## src/rtl/vecseq_pkg.sv

```systemverilog
package vecseq_pkg;

  localparam int OP_W = 3;

  localparam logic [OP_W-1:0] OP_MOVE = 3'd0;
  localparam logic [OP_W-1:0] OP_ADD  = 3'd1;
  localparam logic [OP_W-1:0] OP_SUB  = 3'd2;
  localparam logic [OP_W-1:0] OP_AND  = 3'd3;
  localparam logic [OP_W-1:0] OP_OR   = 3'd4;
  localparam logic [OP_W-1:0] OP_XOR  = 3'd5;

  typedef enum logic [2:0] {
    ST_IDLE,
    ST_RD1,
    ST_RD2,
    ST_WR,
    ST_DONE
  } seqState_t;

  typedef enum logic [1:0] {
    ADR_SRC1,
    ADR_SRC2,
    ADR_DST
  } adrSel_t;

  typedef struct packed {
    logic    load;
    logic    capOp1;
    logic    incIdx;
    logic    memRe;
    logic    memWe;
    adrSel_t adrSel;
  } ctrlStrobe_t;

endpackage

```

## src/rtl/vecseq_alu.sv

```systemverilog
module vecseq_alu
  import vecseq_pkg::*;
#(
  parameter int DATA_W = 16
) (
  input  logic [OP_W-1:0]   opSel,
  input  logic [DATA_W-1:0] opA,
  input  logic [DATA_W-1:0] opB,
  output logic [DATA_W-1:0] result
);

  always_comb begin
    case (opSel)
      OP_MOVE: result = opA;
      OP_ADD:  result = opA + opB;
      OP_SUB:  result = opA - opB;
      OP_AND:  result = opA & opB;
      OP_OR:   result = opA | opB;
      OP_XOR:  result = opA ^ opB;
      default: result = '0;
    endcase
  end

endmodule

```

## src/rtl/vecseq_ctrl.sv

```systemverilog
module vecseq_ctrl
  import vecseq_pkg::*;
(
  input  logic        clk,
  input  logic        rstN,
  input  logic        start,
  input  logic        inCountZero,
  input  logic        moveOp,
  input  logic        lastElem,
  output ctrlStrobe_t strobe,
  output logic        busy,
  output logic        done
);

  seqState_t state, nextState;

  always_ff @(posedge clk or negedge rstN) begin
    if (!rstN) state <= ST_IDLE;
    else       state <= nextState;
  end

  always_comb begin
    nextState     = state;
    strobe        = '0;
    strobe.adrSel = ADR_SRC1;
    case (state)
      ST_IDLE: begin
        if (start) begin
          strobe.load = 1'b1;
          nextState   = inCountZero ? ST_DONE : ST_RD1;
        end
      end
      ST_RD1: begin
        strobe.memRe  = 1'b1;
        strobe.adrSel = ADR_SRC1;
        nextState     = moveOp ? ST_WR : ST_RD2;
      end
      ST_RD2: begin
        strobe.memRe  = 1'b1;
        strobe.adrSel = ADR_SRC2;
        strobe.capOp1 = 1'b1;
        nextState     = ST_WR;
      end
      ST_WR: begin
        strobe.memWe  = 1'b1;
        strobe.adrSel = ADR_DST;
        strobe.incIdx = 1'b1;
        nextState     = lastElem ? ST_DONE : ST_RD1;
      end
      ST_DONE: nextState = ST_IDLE;
      default: nextState = ST_IDLE;
    endcase
  end

  assign busy = (state != ST_IDLE);
  assign done = (state == ST_DONE);

endmodule

```

## src/rtl/vecseq_dp.sv

```systemverilog
module vecseq_dp
  import vecseq_pkg::*;
#(
  parameter int DATA_W = 16,
  parameter int ADDR_W = 8,
  parameter int CNT_W  = ADDR_W + 1
) (
  input  logic              clk,
  input  logic              rstN,
  input  ctrlStrobe_t       strobe,
  input  logic [OP_W-1:0]   opcodeIn,
  input  logic [ADDR_W-1:0] src1In,
  input  logic [ADDR_W-1:0] src2In,
  input  logic [ADDR_W-1:0] dstIn,
  input  logic [CNT_W-1:0]  countIn,
  input  logic [DATA_W-1:0] memRdata,
  output logic [ADDR_W-1:0] memAddr,
  output logic [DATA_W-1:0] memWdata,
  output logic              inCountZero,
  output logic              moveOp,
  output logic              lastElem
);

  logic [OP_W-1:0]   opReg;
  logic [ADDR_W-1:0] src1Reg, src2Reg, dstReg;
  logic [CNT_W-1:0]  cntReg, idx;
  logic [DATA_W-1:0] op1Reg;
  logic [CNT_W-1:0]  idxNext;
  logic [ADDR_W-1:0] idxLow;
  logic [DATA_W-1:0] aluA;

  always_ff @(posedge clk or negedge rstN) begin
    if (!rstN) begin
      opReg   <= '0;
      src1Reg <= '0;
      src2Reg <= '0;
      dstReg  <= '0;
      cntReg  <= '0;
    end else if (strobe.load) begin
      opReg   <= opcodeIn;
      src1Reg <= src1In;
      src2Reg <= src2In;
      dstReg  <= dstIn;
      cntReg  <= countIn;
    end
  end

  assign idxNext = idx + 1'b1;

  always_ff @(posedge clk or negedge rstN) begin
    if (!rstN)              idx <= '0;
    else if (strobe.load)   idx <= '0;
    else if (strobe.incIdx) idx <= idxNext;
  end

  // operand 1 is held while operand 2 is being fetched
  always_ff @(posedge clk or negedge rstN) begin
    if (!rstN)              op1Reg <= '0;
    else if (strobe.capOp1) op1Reg <= memRdata;
  end

  assign idxLow = idx[ADDR_W-1:0];

  always_comb begin
    case (strobe.adrSel)
      ADR_SRC1: memAddr = src1Reg + idxLow;
      ADR_SRC2: memAddr = src2Reg + idxLow;
      ADR_DST:  memAddr = dstReg + idxLow;
      default:  memAddr = src1Reg + idxLow;
    endcase
  end

  assign moveOp      = (opReg == OP_MOVE);
  assign inCountZero = (countIn == '0);
  assign lastElem    = (idxNext == cntReg);

  // a copy writes the word read one cycle earlier
  assign aluA = moveOp ? memRdata : op1Reg;

  vecseq_alu #(.DATA_W(DATA_W)) uAlu (
    .opSel (opReg),
    .opA   (aluA),
    .opB   (memRdata),
    .result(memWdata)
  );

endmodule

```

## src/rtl/vecseq_top.sv

```systemverilog
module vecseq_top
  import vecseq_pkg::*;
#(
  parameter int DATA_W = 16,
  parameter int ADDR_W = 8,
  parameter int CNT_W  = ADDR_W + 1
) (
  input  logic              clk,
  input  logic              rstN,
  input  logic              start,
  input  logic [OP_W-1:0]   opcode,
  input  logic [ADDR_W-1:0] src1Base,
  input  logic [ADDR_W-1:0] src2Base,
  input  logic [ADDR_W-1:0] dstBase,
  input  logic [CNT_W-1:0]  count,
  output logic              busy,
  output logic              done,
  output logic [ADDR_W-1:0] memAddr,
  output logic              memRe,
  output logic              memWe,
  output logic [DATA_W-1:0] memWdata,
  input  logic [DATA_W-1:0] memRdata
);

  ctrlStrobe_t strobe;
  logic        inCountZero, moveOp, lastElem;

  vecseq_ctrl uCtrl (
    .clk        (clk),
    .rstN       (rstN),
    .start      (start),
    .inCountZero(inCountZero),
    .moveOp     (moveOp),
    .lastElem   (lastElem),
    .strobe     (strobe),
    .busy       (busy),
    .done       (done)
  );

  vecseq_dp #(.DATA_W(DATA_W), .ADDR_W(ADDR_W), .CNT_W(CNT_W)) uDp (
    .clk        (clk),
    .rstN       (rstN),
    .strobe     (strobe),
    .opcodeIn   (opcode),
    .src1In     (src1Base),
    .src2In     (src2Base),
    .dstIn      (dstBase),
    .countIn    (count),
    .memRdata   (memRdata),
    .memAddr    (memAddr),
    .memWdata   (memWdata),
    .inCountZero(inCountZero),
    .moveOp     (moveOp),
    .lastElem   (lastElem)
  );

  assign memRe = strobe.memRe;
  assign memWe = strobe.memWe;

endmodule

```

## config.mk

```make
export PLATFORM = sky130hd
export DESIGN_NAME = vecseq_top
export DESIGN_NICKNAME = d
export VERILOG_FILES = /design/src/rtl/vecseq_pkg.sv /design/src/rtl/vecseq_alu.sv /design/src/rtl/vecseq_ctrl.sv /design/src/rtl/vecseq_dp.sv /design/src/rtl/vecseq_top.sv
export SDC_FILE = /design/constraint.sdc
export NUM_CORES = 1
export LEC_CHECK = 0
export BUFFER_PORTS_ARGS = -buffer_cell sky130_fd_sc_hd__buf_2
export CORE_ASPECT_RATIO = 2
export CORE_UTILIZATION = 35
export CTS_BUF_LIST = sky130_fd_sc_hd__clkbuf_4 sky130_fd_sc_hd__clkbuf_8 sky130_fd_sc_hd__clkbuf_16
export DETAILED_ROUTE_END_ITERATION = 8
export PLACE_DENSITY_LB_ADDON = 0.08
export SYNTH_ARGS = -nofsm -noshare
export SYNTH_HDL_FRONTEND = slang
export SYNTH_SLANG_ARGS = --single-unit
```

## constraint.sdc

```tcl
create_clock -name clk -period 6.7 [get_ports clk]
set_input_delay 0.335 -clock clk [delete_from_list [all_inputs] [get_ports clk]]
set_output_delay 0.335 -clock clk [all_outputs]
set_load 0.1 [all_outputs]
```

## Word-level counts from Yosys, hierarchy flattened

Index checks and enable logic that the tools add are counted.

- Add/subtract/negate cells: 6
- Muxes and demuxes: 16
- Equality and inequality tests: 13
- Reductions and logical operators: 6
- Bitwise logic cells: 3

Operator list:

| kind | count |
|---|---|
| case mux 16 bit (6 select lines) | 1 |
| adder 8 bit | 3 |
| 2-to-1 mux 9 bit | 2 |
| adder 16 bit | 1 |
| bitwise AND 16 bit | 1 |
| 2-to-1 mux 16 bit | 1 |
| bitwise OR 16 bit | 1 |
| case mux 8 bit (2 select lines) | 1 |
| subtractor 16 bit | 1 |
| XOR 16 bit | 1 |
| equality test 3 x 2 -> 1 bit (second input constant) | 4 |
| case mux 3 bit (4 select lines) | 1 |
| adder 9 x 1 -> 9 bit (second input constant) | 1 |
| equality test 3 bit (second input constant) | 3 |
| equality test 9 bit | 1 |
| zero test 9 bit | 1 |
| 2-to-1 mux 3 bit | 3 |
| equality test 3 x 1 -> 1 bit (second input constant) | 2 |
| zero test 3 bit | 2 |
| 2-to-1 mux 1 bit | 6 |
| case mux 2 bit (2 select lines) | 1 |
| nonzero test 3 bit | 1 |
| equality test 2 x 1 -> 1 bit (second input constant) | 1 |
| equality test 2 bit (second input constant) | 1 |
| 3 further kinds | 3 |

- Logic and storage cells: 52
- Register bits: 64

## Longest topological paths before layout

- Depth in word-level cells: 4
- Gate-level depth with buffers: 17

## Hierarchy

Synthesis repeated with hierarchy kept, for this count alone.

- Cells, all modules: 630
- Area total of the unflattened synthesis: 5713.0 µm²

By module, submodules not included:

| module | instances | cells an instance | area each (µm²) |
|---|---|---|---|
| vecseq_dp | 1 | 288 | 3291.9 |
| vecseq_alu | 1 | 318 | 2180.8 |
| vecseq_ctrl | 1 | 24 | 240.2 |

## Worst setup path before layout

OpenSTA, ideal clock, no wires.

- Path type: reg-to-output
- From: register uDp.opReg[2]
- To: output memWdata[8]
- Arrival: 5.393 ns
- Buffers on the path: 3
- Required time: 6.365 ns
- Cell stages (with the launch flop): 15
- Path slack: 0.972 ns
- Cells stage by stage: dfrtp_1 -> clkbuf_1 -> nor3_1 -> buf_1 -> buf_2 -> mux2i_1 -> ha_1 -> inv_1 -> fa_1 -> a211oi_1 -> o21ai_0 -> a21o_1 -> a21o_1 -> xnor2_1 -> o21ai_0

- Longest elaborated chain between the ends: 4
- Elaborated cells on any way between the ends: 13

Ends and longest elaborated chain:

| what | line | source |
|---|---|---|
| start: declaration | vecseq_dp.sv:24 | `logic [OP_W-1:0] opReg;` |
| start signal: assignment | vecseq_dp.sv:40 | `opReg <= opcodeIn;` |
| zero test 3 bit | vecseq_alu.sv:13, vecseq_dp.sv:73 |  |
| 2-to-1 mux 16 bit | vecseq_dp.sv:78 | `assign aluA = moveOp ? memRdata : op1Reg;` |
| subtractor 16 bit, or another cell as far along | vecseq_alu.sv:16 | `OP_SUB: result = opA - opB;` |
| case mux 16 bit (6 select lines) * | vecseq_alu.sv:13 | `case (opSel)` |
| end: declaration | vecseq_top.sv:21 | `output logic [DATA_W-1:0] memWdata,` |

Every way passes the cells marked *; elsewhere a longest branch is shown, timed or not.

## Worst setup path after layout

- From: register uDp.opReg[2]
- To: output memWdata[14]

The elaborated chain is that of the path after synthesis.

==> impl_results.md <==
* Global Route Usage Sum at 0.2026
* Net count, final at 825
* CTS Sinks at 64
* Clock skew after layout at just over 5 ps
* Average vias per placed instance at 5.399
* Sequential element share of the synthesized area at 0.2813
* Setup violation total in the final timing report at 0
* Wire length of the first global-routing pass at 26270 um
* Met1 usage at 0.1979
* GP Congestion at between 0.8 and 0.9
* Antenna violations before repair at 1
* Routed via count at 4935
* Synthesized area at roughly 5700 um2
* Count of flip-flops with a built-in enable after synthesis at 0
* Hold Vio Cnt, Final at 0
* Pin count of the biggest net entering global routing at 65
* Met2 track demand over resource in global routing at 0.4039
* Number of rows in the core area at 65
* Syn nets at 763
* Slew @ Worst Pin at between 1000 and 1500 ps
* Ant diodes at 0
* Remaining Overflow, GRT at 0
* Commonest non-fill, non-tap cell in the layout: sky130_fd_sc_hd__buf_2
* Post-cts sizing count at 0
* Clock-pin slew reported for the worst setup and hold paths after clock tree synthesis at about 60 ps
* Max-cap check violation count at 0
* Minimum period implied by the final worst setup slack at just under 5000 ps
* Vertical die dimension at ~180 um
* Post-synthesis cell count at 646
* Overall die area at between 15000 and 20000 um2
* Required arrival time at the worst endpoint at 6360 ps
* Share of synthesized registers carrying an async set or reset at 1.000
* Highest-count cells in the layout ignoring fill and taps: sky130_fd_sc_hd__buf_2, sky130_fd_sc_hd__dfrtp_1, sky130_fd_sc_hd__ha_1
* Detail-routed net length per standard cell at 17.97 um
* Initial Utilization at 0.3590
* DRC violations left at 0
* Crit Path Class: reg -> out
* Number of buffers on the longest clock path at 2
* Count of unique library cells instantiated by Yosys at 51
* Area growth from synthesis to final layout at 16.26%
* Crit-path max FO at 26
* Worst hold-check path type: in -> async
* Count of antenna-violating nets left after detailed routing at 0
* Peak-usage layer in the global routing report: met2
* Number of top-level design ports at 83
* Met3 track demand over resource at 0.02625
* Core area at around 16000 um2
* Deepest level of the CTS H-tree at 3
* Detailed-route wire length at 16430 um
* Crit. End Element: output port
* Yosys Warn Count at 0
* Endpoint arrival time on the critical path at 4560 ps
* Setup repair after global routing missed its margin: false
* Violation count after the first detailed-route iteration at 144
* Synthesis-stage register bit count at 64
* Detailed placer's ending HPWL at between 10000 and 15000 um
* Drt pass-1 iters at 4
* Final-report max-slew violation count at 0
* CTS tree: yes
* Port bufs at slightly above 80
* Fraction of final layout cells sized beyond drive strength 1 at 0.2370
* Hold_buf cts at 0
* Max Clk Rate at ~200 MHz
* Run status: completed
* Most common flop cell mapped by yosys: sky130_fd_sc_hd__dfrtp_1
* Clock latency at the later pin of the worst-skew pair at 320 ps
* Post-CTS setup buffer count at 0
* Cts bufs inserted at 9
* DIE WIDTH at 92.18 um
* Summed negative setup slack over all endpoints at 0 ps
* Vias in the first global route at 5082
* Fillers at around 1600
* Period utilisation layout at 0.7313
* Mean Syn Cell Area at 8.813 um2
* Master cell of the clock root buffer: sky130_fd_sc_hd__clkbuf_16
* Worst slew margin relative to its limit at 0.2089
* Critical Path Start Type: flop
[final cells by class]
cell class / instances / area, um2 / area share
repair buffers: 90 / 470.5 / 0.07108
clock inverters: 2 / 60.06 / 0.009074
well taps: 201 / 251.5 / 0.03800
inverters: 40 / 150.1 / 0.02268
flip-flops and latches: 64 / 1602 / 0.2420
clock buffers: 14 / 281.5 / 0.04253
multi-input cells: 503 / 3804 / 0.5747
[routing by layer]
metal,up-vias,routed length (um)
li1,2426,-
met3,38,479
met4,0,653
met1,2338,5938
met5,-,0
met2,133,9354
[worst max-delay path: stages (launching register included)]
cell and delay, ps:
sky130_fd_sc_hd__dfrtp_1 350, sky130_fd_sc_hd__buf_4 230, sky130_fd_sc_hd__nor3_2 680, sky130_fd_sc_hd__mux2i_1 430, sky130_fd_sc_hd__ha_1 250, sky130_fd_sc_hd__inv_1 60
sky130_fd_sc_hd__fa_1 420, sky130_fd_sc_hd__a211oi_1 300, sky130_fd_sc_hd__o21ai_0 300, sky130_fd_sc_hd__and3_1 240, sky130_fd_sc_hd__nor3_1 180, sky130_fd_sc_hd__xor2_1 100
sky130_fd_sc_hd__o221ai_1 200, sky130_fd_sc_hd__buf_2 480
[logic make-up (layout without fill, tap and decap cells)]
logic type               count (synthesis)  in the layout  synth area share
AND/OR/NAND/NOR                        161            161            0.1341
AO/OA/AOI/OAI                          163            163            0.1851
buffers and inverters                   79            146           0.05341
multiplexers                            71             71            0.1365
adder cells (fa/ha/maj)                 62             62            0.1389
flip-flops                              64             64            0.2813
XOR/XNOR                                46             46           0.07077
[metrics by stage]
step / std cells / hold WS [ps] / setup slack (ps) / utilization / area (um2)
2_1_floorplan: 646 / 39.41 / 972.0 / - / 5693
3_3_place_gp: 898 / 485.2 / 2151 / 0.3958 / 6277
3_5_place_dp: 898 / 495.1 / 2099 / 0.3958 / 6277
4_1_cts: 914 / 230.3 / 1707 / 0.4174 / 6619
5_1_grt: 914 / 240.5 / 1462 / 0.4174 / 6619
6_report: 914 / 196.4 / 1800 / 0.4174 / 6619
[synthesized netlist by cell type, types with 4 or more instances]
cell type	count	area, um2
sky130_fd_sc_hd__ha_1	60	750.7
sky130_fd_sc_hd__inv_1	39	146.4
sky130_fd_sc_hd__nor2_1	47	176.4
sky130_fd_sc_hd__o21a_1	5	37.54
sky130_fd_sc_hd__and3_1	4	25.02
sky130_fd_sc_hd__and2_1	6	37.54
sky130_fd_sc_hd__nor4_1	5	31.28
sky130_fd_sc_hd__nor3_1	14	70.07
sky130_fd_sc_hd__nand2_1	42	157.7
sky130_fd_sc_hd__nand4_1	5	31.28
sky130_fd_sc_hd__xnor2_1	35	306.5
sky130_fd_sc_hd__a31oi_1	5	31.28
sky130_fd_sc_hd__a211oi_1	4	30.03
sky130_fd_sc_hd__mux2i_1	18	180.2
sky130_fd_sc_hd__mux2_2	53	596.8
sky130_fd_sc_hd__nand2b_1	4	25.02
sky130_fd_sc_hd__o221ai_1	5	43.79
sky130_fd_sc_hd__dfrtp_1	64	1602
sky130_fd_sc_hd__xor2_1	11	96.34
sky130_fd_sc_hd__clkbuf_1	31	116.4
sky130_fd_sc_hd__o21ai_0	43	215.2
sky130_fd_sc_hd__a22oi_1	22	165.2
sky130_fd_sc_hd__o31ai_1	6	45.04
sky130_fd_sc_hd__nor2b_1	6	37.54
sky130_fd_sc_hd__a21oi_1	36	180.2
sky130_fd_sc_hd__buf_2	6	30.03
sky130_fd_sc_hd__nand3_1	15	75.07
sky130_fd_sc_hd__or3_1	4	25.02
sky130_fd_sc_hd__a21o_1	14	105.1
[flip-flops by register name (all words and copies together), names as in the netlist]
signal / flops
uDp.op1Reg: 16
uDp.cntReg: 9
uDp.idx: 9
uDp.dstReg: 8
uDp.src1Reg: 8
uDp.src2Reg: 8
uCtrl.state: 3
uDp.opReg: 3
[final timing paths]
kind	slack, ps	end	startpoint	cells past startpoint
worst max-delay path	1800	memWdata[14]	uDp.opReg[2]	13
worst min-delay path	200	uDp.cntReg[7]	rstN	2
worst max register to register	4380	uCtrl.state[2]	uDp.idx[0]	7
worst min register to register	500	uDp.op1Reg[7]	uDp.op1Reg[7]	1
max in group asynchronous	5920	uDp.src2Reg[0]	rstN	2
min in group clk	250	uDp.opReg[2]	opcode[2]	2
Power is left out: the tool's default activity adds up to more than one toggle a clock period on the data nets, which glitch-free logic cannot reach.
